`src/rtl/link_act_pkg.sv`:
```
package link_act_pkg;
  localparam int STATE_W = 4;

  typedef enum logic [STATE_W-1:0] {
    LT_DETECT    = 4'd0,
    LT_POLLING   = 4'd1,
    LT_CONFIG    = 4'd2,
    LT_L0        = 4'd3,
    LT_RECOVERY  = 4'd4,
    LT_L0S       = 4'd5,
    LT_L1        = 4'd6,
    LT_L2        = 4'd7,
    LT_DISABLED  = 4'd8,
    LT_LOOPBACK  = 4'd9,
    LT_HOT_RESET = 4'd10
  } ltssm_e;

  function automatic logic dll_usable(input logic [STATE_W-1:0] code);
    case (code)
      LT_L0, LT_RECOVERY, LT_L0S, LT_L1: dll_usable = 1'b1;
      default:                           dll_usable = 1'b0;
    endcase
  endfunction
endpackage

```
`src/rtl/link_state_decode.sv`:
```
module link_state_decode
  import link_act_pkg::*;
#(
  parameter int SW = STATE_W
) (
  input  logic          clk,
  input  logic          rst_n,
  input  logic [SW-1:0] state,
  output logic          up_n
);
  always_ff @(posedge clk or negedge rst_n) begin
    if (!rst_n) up_n <= 1'b1;
    else        up_n <= ~dll_usable(state);
  end
endmodule

```
`src/rtl/tlp_activity_qual.sv`:
```
module tlp_activity_qual #(
  parameter int N_DIR = 2
) (
  input  logic [N_DIR-1:0] stb,
  input  logic [N_DIR-1:0] vdm,
  output logic             hit
);
  logic [N_DIR-1:0] qual;
  for (genvar d = 0; d < N_DIR; d++) begin : g_dir
    assign qual[d] = stb[d] & ~vdm[d];
  end
  assign hit = |qual;
endmodule

```
`src/rtl/act_hold_timer.sv`:
```
module act_hold_timer #(
  parameter int HOLD = 200,
  localparam int CW = $clog2(HOLD + 1)
) (
  input  logic clk,
  input  logic rst_n,
  input  logic hit,
  input  logic tick,
  output logic busy
);
  logic [CW-1:0] remain;

  always_ff @(posedge clk or negedge rst_n) begin
    if (!rst_n)                    remain <= '0;
    else if (hit)                  remain <= CW'(HOLD);
    else if (tick && remain != '0) remain <= remain - 1'b1;
  end

  assign busy = (remain != '0);
endmodule

```
`src/rtl/link_act_status.sv`:
```
module link_act_status
  import link_act_pkg::*;
#(
  parameter int EXP_PERIOD_MS = 40,
  parameter int HOLD_PERIODS  = 5,
  localparam int HOLD_MS = EXP_PERIOD_MS * HOLD_PERIODS
) (
  input  logic               clk,
  input  logic               rst_n,
  input  logic [STATE_W-1:0] ltssm_state,
  input  logic               tx_tlp_stb,
  input  logic               tx_tlp_vdm,
  input  logic               rx_tlp_stb,
  input  logic               rx_tlp_vdm,
  input  logic               ms_tick,
  output logic               link_up_n,
  output logic               active_n
);
  logic tlp_hit;
  logic hold_busy;

  link_state_decode #(.SW(STATE_W)) u_dec (
    .clk   (clk),
    .rst_n (rst_n),
    .state (ltssm_state),
    .up_n  (link_up_n)
  );

  tlp_activity_qual #(.N_DIR(2)) u_qual (
    .stb ({rx_tlp_stb, tx_tlp_stb}),
    .vdm ({rx_tlp_vdm, tx_tlp_vdm}),
    .hit (tlp_hit)
  );

  act_hold_timer #(.HOLD(HOLD_MS)) u_hold (
    .clk   (clk),
    .rst_n (rst_n),
    .hit   (tlp_hit),
    .tick  (ms_tick),
    .busy  (hold_busy)
  );

  assign active_n = ~hold_busy;
endmodule

```
`config.mk`:
```
export PLATFORM = sky130hd
export DESIGN_NAME = link_act_status
export DESIGN_NICKNAME = d
export VERILOG_FILES = /design/src/rtl/link_act_pkg.sv /design/src/rtl/link_state_decode.sv /design/src/rtl/tlp_activity_qual.sv /design/src/rtl/act_hold_timer.sv /design/src/rtl/link_act_status.sv
export SDC_FILE = /design/constraint.sdc
export NUM_CORES = 1
export LEC_CHECK = 0
export CAP_MARGIN = 15
export CORE_MARGIN = 10
export CORE_UTILIZATION = 40
export DETAILED_ROUTE_END_ITERATION = 8
export DONT_BUFFER_PORTS = 1
export PLACE_DENSITY = 0.65
export SETUP_SLACK_MARGIN = 0.05
export SYNTH_ARGS = -nofsm -noshare
export SYNTH_HDL_FRONTEND = slang
export SYNTH_SLANG_ARGS = --single-unit
```
`constraint.sdc`:
```
create_clock -name clk -period 2.4 [get_ports clk]
set_input_delay 0.36 -clock clk [delete_from_list [all_inputs] [get_ports clk]]
set_output_delay 0.36 -clock clk [all_outputs]
set_load 0.03 [all_outputs]
```
### After elaboration in Yosys (flattened, before gate mapping)

Cells that the tools add are included.

* bits in registers: 9
* bits in latches: 0
* memory bits (writable): 0
* ROM bits: 0
* input port bits: 11
* output and inout bits: 2
* word-level logic and storage cells: 21
* memories: 0

* add/sub/neg operators: 1
* multiply operators: 0
* divide/modulo/power cells: 0
* magnitude comparators: 0
* equality and inequality tests: 4
* shifts and indexed selects: 0
* multiplexer cells: 3
* bitwise logic cells: 6
* reductions and logical operators: 5

Operator list (number)
* 8-bit 2-to-1 mux: 2
* 4-bit by 3-bit == test with 1-bit output (second input constant): 3
* 8-bit nonzero test: 1
* 8-bit by 1-bit subtractor with 8-bit output (second input constant): 1
* 4-bit by 2-bit == test with 1-bit output (second input constant): 1
* 1-bit NOT: 4
* 4-bit OR reduction: 1
* 1-bit AND: 2
* 2-bit nonzero test: 1
* 2-bit OR reduction: 1
* 1-bit logical AND: 1
* 1-bit 2-to-1 mux: 1

### Logic depth before layout (Yosys ltp)

Gate-level depths: netlist of run 1.

* depth after elaboration: 4
* mapped depth: 5
* depth with buffers taken out: 5

### Modules after synthesis

Synthesis of run 1 repeated with hierarchy kept, for this count alone.

* cell total of the unflattened synthesis: 56
* area, all modules: 545.5 µm²

Modules (own cells, without submodules)
* act_hold_timer: times used 1, cells each 47, area each 471.7 µm², sequential area each 200.2 µm²
* link_state_decode: times used 1, cells each 5, area each 50.0 µm², sequential area each 26.3 µm²
* tlp_activity_qual: times used 1, cells each 3, area each 20.0 µm², sequential area each 0.0 µm²
* link_act_status: times used 1, cells each 1, area each 3.8 µm², sequential area each 0.0 µm²

### Least setup slack after synthesis of run 1

Ideal clock, no wire load.

* path type: reg2out
* start point: register u_hold.remain[0]
* end point: output active_n
* arrival time: 1.341 ns
* path slack: 0.699 ns
* cell stages (with the launch flop): 5
* path buffers: 0
* cell sequence: dfrtp_1 > inv_1 > ha_1 > nor4b_2 > and2_1

* word-level cells in the longest chain between the ends: 2

RTL lines
* start, declared: line act_hold_timer.sv:11 `logic [CW-1:0] remain;`
* start signal, assigned: line act_hold_timer.sv:15 `else if (hit) remain <= CW'(HOLD);`
* start signal, assigned: line act_hold_timer.sv:16 `else if (tick && remain != '0) remain <= remain - 1'b1;`
* 8-bit nonzero test: line act_hold_timer.sv:19 `assign busy = (remain != '0);`
* 1-bit NOT: line link_act_status.sv:43 `assign active_n = ~hold_busy;`
* end, declared: line link_act_status.sv:17 `output logic active_n`

Every way passes these cells.

### Worst setup path in the final report of run 1

Same ends and word-level chain as after synthesis.

==> results of run 1 <==
worst max-delay path: stages (launching register included):
cell	delay, ns
dfrtp_1	0.38
inv_1	0.10
ha_1	0.19
nor4b_2	0.47
and2_1	0.40
cell usage after synthesis, drive strengths merged, types with 2 or more instances:
master / n
a21oi: 4
inv: 6
dfrtp: 8
nor3: 3
a211o: 2
or4: 3
o21ai: 3
ha: 2
nand2: 4
o221ai: 2
metal layers:
layer	global-route usage [%]	wire length, um	vias up
li1	-	-	224
met1	8.17	525	204
met2	11.9	561	17
met3	5.75	97	2
met4	1.01	11	0
met5	0	0	-
area by class of cell:
cell class,instances,share of cell area [%]
multi-input cells,41,49.5
flip-flops and latches,9,37.6
clock buffers,4,4.37
inverters,6,3.74
well taps,15,3.12
repair buffers,1,1.66
state kept, by name (all words and copies together) (netlist names):
register,count
u_dec.up_n,1
u_hold.remain,8
worst paths after layout:
path	end	start	slack [ns]
hold reg to reg	u_hold.remain[1]	u_hold.remain[1]	0.54
min in group asynchronous	u_hold.remain[6]	rst_n	0.46
setup reg to reg	u_hold.remain[1]	u_hold.remain[0]	0.62
setup / recovery	active_n	u_hold.remain[0]	0.24
max in group asynchronous	u_dec.up_n	rst_n	1.62
hold / removal	u_dec.up_n	ltssm_state[3]	0.21
per-stage QoR:
step	instances	total power, W	util [%]	hold slack, ns	setup WS, ns
after floorplan	57	0.000254	-	0.0644	0.699
after global placement	71	0.000267	43.5	0.0648	0.565
after detailed placement	71	0.000271	43.5	0.0648	0.503
after CTS	76	0.000389	46.3	0.209	0.218
after global routing	76	0.000413	46.3	0.201	0.127
final	76	0.000386	46.3	0.214	0.241
cell families (layout without fill, tap and decap cells):
logic type	after synthesis	in the layout
compound gates	19	19
xor+xnor	1	1
fa+ha+maj	2	2
buf+inv	7	11
flops	9	9
mux	1	1
simple gates	18	18
power by group:
| part | internal (W) | switching (W) | total, W |
|---|---|---|---|
| logic | 0.0000373 | 0.0000449 | 0.0000822 |
| clock network | 0.0000638 | 0.0000493 | 0.000113 |
| registers | 0.000169 | 0.0000212 | 0.000190 |
==> flow_summary.ini, run 1 <==
[run_status]
status = finished clean

[logic_synthesis]
syn_nets = 70
synthTopCellsByArea = dfrtp_1 (36%), dfstp_2 (4.8%), ha_1 (4.5%), inv_1 (4.1%), or4_1 (4.1%)
synth-main-ff-cell = dfrtp_1
synth_edf_count = 0
synth_compound_area_share_pct = 25.4
ys_types = 31
synth_xor_xnor_area_share_pct = 1.59
ys_ff_latch = 9
syn_inst = 57
synth_top_family_by_area = compound AO/OA/AOI/OAI gates
yosys.area.top_type = dfrtp_1
synth_mux_area_share_pct = 1.81
synth_area_per_cell_sq_um = 9.68
synth-warning-count = 0
synthAdderAreaFrac_pct = 4.54
syn_area_sq_um = 552
ys_seq_area_share_pct = 41.0
yosys.area.top_type_share_pct = 36.3
yosys.area_share.simple_pct = 20.6
synth-async-reset-ratio_pct = 100

[sta]
slew_violations = 0
fin_tns_setup_ns = 0
max_slew_margin_pct = 64.0
worstMarginPinSlew_ns = 0.539
post-route-period-util_pct = 90.0
rsz0062_at_grt = no
max_freq_ghz = 0.463
clock-skew-final_ns = 0.00379
period_needed_ns = 2.16
finalHoldViolCount = 0
setup_viol = 0

[critical_path]
path_class = flop to output port
cp.arrival_ns = 1.80
cp_max_fo = 7
end_kind = output port
critPathLaunchType = flop
reg2regPathDepth = 5
worstPathRequired_ns = 2.04

[clock_tree]
tritoncts = done
cts-resized-gates = 0
numCtsBuffers = 3
post-cts-setup-buffers = 0
cts_hold_repair.buffers = 1
htreeDepth = 1
clock_sinks = 9
clk_pin_slew_ns = 0.05
cts.path.max_buffers = 2
cts-root-buf = clkbuf_4
clock_latency_ns = 0.26

[layout]
syn2layout_area_growth_pct = 9.07
n_fill_cell = 129
final_cell_mix = dfrtp_1 (8), inv_1 (6), nand2_1 (4), a21oi_1 (4)
fin_nets = 75
drive_gt1_share_pct = 13.1
multiInputGateArea_sq_um = 298
insertedDiodeCount = 0
final-seq-area_sq_um = 226
fin_area_sq_um = 602
final_common_cell = dfrtp_1

[floorplan]
die_h_um = 57.1
rows = 13
start_util_pct = 42.4
die_area_sq_um = 3260
core_sq_um = 1300
ioPinCount = 13
die_x_um = 57.1

[hold_path]
whs_path_depth = 1
min_path_type = input port to flop

[detailed_routing]
wirelength_mm = 1.20
drc = 0
drt_iter0_drc = 11
first_pass_iters = 4
drtAntennaViolNets = 0
vias = 447
wl_per_cell_um = 15.7
viasPerCell = 5.88

[grt]
grt_pass1_vias = 443
grt-ovfl-total = 0
antenna_found_initial = 0
grt.total_usage_pct = 7.59
grt_pass1_wl_mm = 1.99
grt_max_degree = 10

[place]
routabilityCongestion = 0.761
port-buffer-count = 0
place_hpwl_um = 947
placed_area_sq_um = 566

[power]
p_leak_nw = 0.245
ir_drop_mv = 0.357
p_per_area_nw_per_um2 = 641

[job]
maxCapViolations = 0
Power figures use the tool's default switching activity.
==> run 2: changes to the inputs <==
--- a/config.mk
+++ b/config.mk
@@ -5,6 +5,7 @@
 export SDC_FILE = /design/constraint.sdc
 export NUM_CORES = 1
 export LEC_CHECK = 0
+export ABC_AREA = 1
 export CAP_MARGIN = 15
 export CORE_MARGIN = 10
 export CORE_UTILIZATION = 40
==> constraint.sdc (replaced) <==
create_clock -name clk -period 2.7 [get_ports clk]
set_input_delay 0.405 -clock clk [delete_from_list [all_inputs] [get_ports clk]]
set_output_delay 0.405 -clock clk [all_outputs]
set_load 0.03 [all_outputs]
==> flow_summary.ini, run 2 <==
[logic_synthesis]
synth_mux_area_share_pct = 0
synth_top_family_by_area = simple AND/OR/NAND/NOR gates
ys_ff_latch = 9
ys_seq_area_share_pct = 36.5
syn_area_sq_um = 621
synth-main-ff-cell = dfrtp_1
synth_compound_area_share_pct = 9.68
synth_xor_xnor_area_share_pct = 1.41
synthTopCellsByArea = dfrtp_1 (32%), nand2_1 (14%), nand3_1 (8.1%), inv_1 (7.3%), nor2_4 (7.3%)
synth_area_per_cell_sq_um = 7.39
ys_types = 19
synth_most_common_cell = nand2_1
yosys.area_share.simple_pct = 39.9
syn_inst = 84
yosys-top-cells-count = nand2_1 (23), inv_1 (12), nand3_1 (10)
synth-async-reset-ratio_pct = 100
synth_edf_count = 0
synth-warning-count = 0
yosys.area.top_type_share_pct = 32.3
synthAdderAreaFrac_pct = 4.03
yosys.area.top_type = dfrtp_1
syn_nets = 97

[place]
routabilityCongestion = 0.780
place_hpwl_mm = 1.04
placed_cells = 100
port-buffer-count = 0
pre_cts_slack_ns = 1.26
placed_area_sq_um = 641

[layout]
fin_nets = 103
fin_area_sq_um = 677
syn2layout_area_growth_pct = 9.07
top_register = u_hold.remain
layout.cells.non_filler = 105
final_cell_mix = nand2_1 (23), inv_1 (12), nand3_1 (10), dfrtp_1 (8), nor2_1 (5)
final_common_cell = nand2_1
largest_reg_flops = 8
insertedDiodeCount = 0
n_fill_cell = 152
drive_gt1_share_pct = 18.0
reg_top3 = u_hold.remain (8), u_dec.up_n (1)

[critical_path]
cp.arrival_ns = 1.30
reg2regPathDepth = 8
cp_max_fo = 4
worstPathRequired_ns = 2.30
path_class = flop to output port
critPathLaunchType = flop
r2r_slack_ns = 1.26
end_kind = output port

[grt]
grt_pass1_wl_mm = 2.24
grt_max_degree = 10
grt.total_usage_pct = 8.08
antenna_found_initial = 0
grt-ovfl-total = 0
grt_pass1_vias = 528

[detailed_routing]
drt_iter0_drc = 12
wl_per_cell_um = 11.7
viasPerCell = 5.14
drtAntennaViolNets = 0
first_pass_iters = 4
wirelength_mm = 1.23
vias = 540
drc = 0

[sta]
fin_ws_ns = 0.995
finalHoldViolCount = 0
rsz0062_at_grt = no
setup_viol = 0
clock-skew-final_ns = 0.00113
fin_tns_setup_ns = 0
period_needed_ns = 1.71
post-route-period-util_pct = 63.1
max_slew_margin_pct = 72.8
max_freq_ghz = 0.587
hold_slack_ns = 0.261
worstMarginPinSlew_ns = 0.406
slew_violations = 0

[floorplan]
die_x_um = 59.4
rows = 14
die_h_um = 59.4
die_area_sq_um = 3530
ioPinCount = 13
core_sq_um = 1490
start_util_pct = 41.7

[hold_path]
whs_path_depth = 2
min_path_type = input port to flop

[clock_tree]
numCtsBuffers = 3
clock_sinks = 9
cts.path.max_buffers = 2
cts-root-buf = clkbuf_4
clock_latency_ns = 0.26
cts-resized-gates = 0
htreeDepth = 1
post-cts-setup-buffers = 0
tritoncts = done
clk_pin_slew_ns = 0.06

[power]
p_leak_nw = 0.344
ir_drop_mv = 0.324
p_per_area_nw_per_um2 = 760

[job]
maxCapViolations = 0

[run_status]
status = finished clean
[run 2: metal layers]
metal  vias to the layer above  wire [um]  GRT usage [%]
met3                         2         60           2.36
met1                       246        571           10.1
met4                         0         24           5.25
met5                         -          0              0
li1                        276          -              -
met2                        16        568           11.6
[run 2: cell families after synthesis]
kind of cell,count (synthesis)
AND/OR/NAND/NOR,49
AO/OA/AOI/OAI,9
buffers and inverters,14
XOR/XNOR,1
flip-flops,9
adder cells (fa/ha/maj),2
[run 2: timing repair]
action | 4_1_cts | 5_1_grt
hold endpoints to repair | 9 | 0
setup endpoints to repair | 0 | 0
hold buffers | 1 | 0
[run 2: metrics by stage]
stage / utilization (%) / total power (W)
CTS: 45.5 / 0.000523
global route: 45.5 / 0.000574
global placement: 43.0 / 0.000410
finish: 45.5 / 0.000515
detailed placement: 43.0 / 0.000415
floorplan: - / 0.000376
[run 2: area by class of cell]
class,count,area [sq um],area share [%]
Clock buffer,4,26.3,3.88
Timing Repair Buffer,1,10.0,1.48
Inverter,14,52.6,7.76
Sequential cell,9,226,33.5
Tap cell,16,20.0,2.96
Multi-Input combinational cell,61,342,50.5
[run 2: report_power, final]
part,internal (W),switching [W]
Clock,0.0000567,0.0000431
Sequential,0.000167,0.0000378
Combinational,0.0000750,0.000135
[run 2: path summary, 6_finish.rpt]
| kind | endpoint | start |
|---|---|---|
| max | active_n | u_hold.remain[1] |
| min | u_dec.up_n | ltssm_state[3] |
| max in group asynchronous | u_dec.up_n | rst_n |
| min in group asynchronous | u_hold.remain[7] | rst_n |
| max reg2reg | u_hold.remain[7] | u_hold.remain[1] |
| min reg2reg | u_hold.remain[7] | u_hold.remain[7] |
[run 2: critical path, stage by stage (launching register included)]
cell     delay [ns]
dfrtp_1        0.37
inv_1          0.12
ha_1           0.17
nand3_2        0.11
nor2_4         0.27
==> run 3: changes to the inputs <==
--- a/config.mk
+++ b/config.mk
@@ -11,7 +11,7 @@
 export CORE_UTILIZATION = 40
 export DETAILED_ROUTE_END_ITERATION = 8
 export DONT_BUFFER_PORTS = 1
-export PLACE_DENSITY = 0.65
+export PLACE_DENSITY = 0.67
 export SETUP_SLACK_MARGIN = 0.05
 export SYNTH_ARGS = -nofsm -noshare
 export SYNTH_HDL_FRONTEND = slang
==> constraint.sdc (replaced) <==
create_clock -name clk -period 1.5 [get_ports clk]
set_input_delay 0.225 -clock clk [delete_from_list [all_inputs] [get_ports clk]]
set_output_delay 0.225 -clock clk [all_outputs]
set_load 0.03 [all_outputs]
==> flow_summary.ini, run 3 (synthesis gave the netlist of run 2 again) <==
[run_status]
status = finished clean

[sta]
slew_violations = 0
post-route-period-util_pct = 94.8
clock-skew-final_ns = 0.00228
fin_ws_ns = 0.0785
max_slew_margin_pct = 72.7
fin_tns_setup_ns = 0
worstMarginPinSlew_ns = 0.408
rsz0062_at_grt = no
max_freq_ghz = 0.703
period_needed_ns = 1.42
setup_viol = 0
finalHoldViolCount = 0

[floorplan]
rows = 14
ioPinCount = 13
die_x_um = 59.4
die_area_sq_um = 3530
start_util_pct = 41.7
core_sq_um = 1490
die_h_um = 59.4

[layout]
drive_gt1_share_pct = 32.0
layout.cells.non_filler = 113
fin_nets = 111
final_cell_mix = nand2_1 (23), inv_1 (11), nand3_1 (10), buf_4 (7)
multiInputGateArea_sq_um = 369
top_register = u_hold.remain
reg_top3 = u_hold.remain (8), u_dec.up_n (1)
final_common_cell = nand2_1
final-seq-area_sq_um = 231
insertedDiodeCount = 0
syn2layout_area_growth_pct = 24.6
largest_reg_flops = 8
n_fill_cell = 150

[power]
p_clk_share_pct = 17.9
netSwitchingPower_w = 0.000444
ir_drop_mv = 0.629
swShare_pct = 41.7
p_int_w = 0.000621
power_frac_comb_pct = 46.4
p_leak_nw = 0.381
p_seq_share_pct = 35.6
p_per_area_nw_per_um2 = 1380

[critical_path]
worstPathRequired_ns = 1.27
critPathLaunchType = flop
end_kind = output port
path_class = flop to output port
cp.arrival_ns = 1.20
cp_max_fo = 4

[detailed_routing]
first_pass_iters = 4
drtAntennaViolNets = 0
drc = 0
wirelength_mm = 1.44
viasPerCell = 5.18
drt_iter0_drc = 13
wl_per_cell_um = 12.7
vias = 585

[grt]
grt.total_usage_pct = 8.81
antenna_found_initial = 0
grt_max_degree = 10
grt_pass1_wl_mm = 2.44
grt-ovfl-total = 0
grt_pass1_vias = 569

[place]
port-buffer-count = 0
placed_cells = 101
pre_cts_slack_ns = 0.191
place_hpwl_mm = 1.04
routabilityCongestion = 0.799

[clock_tree]
numCtsBuffers = 3
clock_latency_ns = 0.27
clock_sinks = 9
tritoncts = done
cts-root-buf = clkbuf_4
cts.path.max_buffers = 2
htreeDepth = 1
clk_pin_slew_ns = 0.06

[job]
maxCapViolations = 0

[hold_path]
min_path_type = input port to flop
run 3: area by class of cell:
type                    instances  area share (%)
multi-input cells              61            47.7
well taps                      16            2.59
clock buffers                   4            3.40
repair buffers                  9            9.55
flip-flops and latches          9            29.9
inverters                      14            6.80
run 3: worst max-delay path, stage by stage (launching register included):
cell and delay (ns):
dfrtp_1 0.39, inv_2 0.10, ha_4 0.14, nand3_4 0.07, nor2_4 0.10, buf_6 0.13
run 3: worst paths after layout:
check | startpoint | to | slack [ns] | cells after the start
worst max-delay path | u_hold.remain[1] | active_n | 0.08 | 5
worst min-delay path | ltssm_state[3] | u_dec.up_n | 0.07 | 2
worst max register to register | u_hold.remain[1] | u_hold.remain[1] | 0.15 | 8
worst min register to register | u_hold.remain[7] | u_hold.remain[7] | 0.51 | 2
max in group asynchronous | rst_n | u_dec.up_n | 0.86 | 1
min in group asynchronous | rst_n | u_hold.remain[1] | 0.32 | 1
run 3: per-stage QoR:
stage	instance area [sq um]	hold WS (ns)	util [%]	power (W)
floorplan	621	-0.0706	-	0.000676
global placement	648	-0.0702	43.5	0.000742
detailed placement	648	-0.0702	43.5	0.000752
CTS	728	0.0698	48.9	0.00100
global route	773	0.105	51.9	0.00116
finish	773	0.0739	51.9	0.00107
run 3: layer usage:
metal	track usage, %	wire length [um]	vias up
li1	-	-	296
met1	10.3	604	270
met4	4.92	27	0
met3	2.36	93	3
met5	0	0	-
met2	14.1	711	16
run 3: repair_timing:
item                                    4_1_cts  5_1_grt
endpoints found under the setup margin        1        6
buffers inserted                              5        2
endpoints found under the hold margin         9        0
gates resized for setup                       4        7
pin swaps                                     4        0
cloned                                        0        0
hold buffers                                  1        0
run 3: power groups by stage:
stage,registers (W),logic (W),clock network [W]
2_1_floorplan,0.000361,0.000316,0
3_3_place_gp,0.000373,0.000369,0
3_5_place_dp,0.000375,0.000377,0
4_1_cts,0.000376,0.000431,0.000197
5_1_grt,0.000387,0.000567,0.000205
6_report,0.000379,0.000494,0.000191
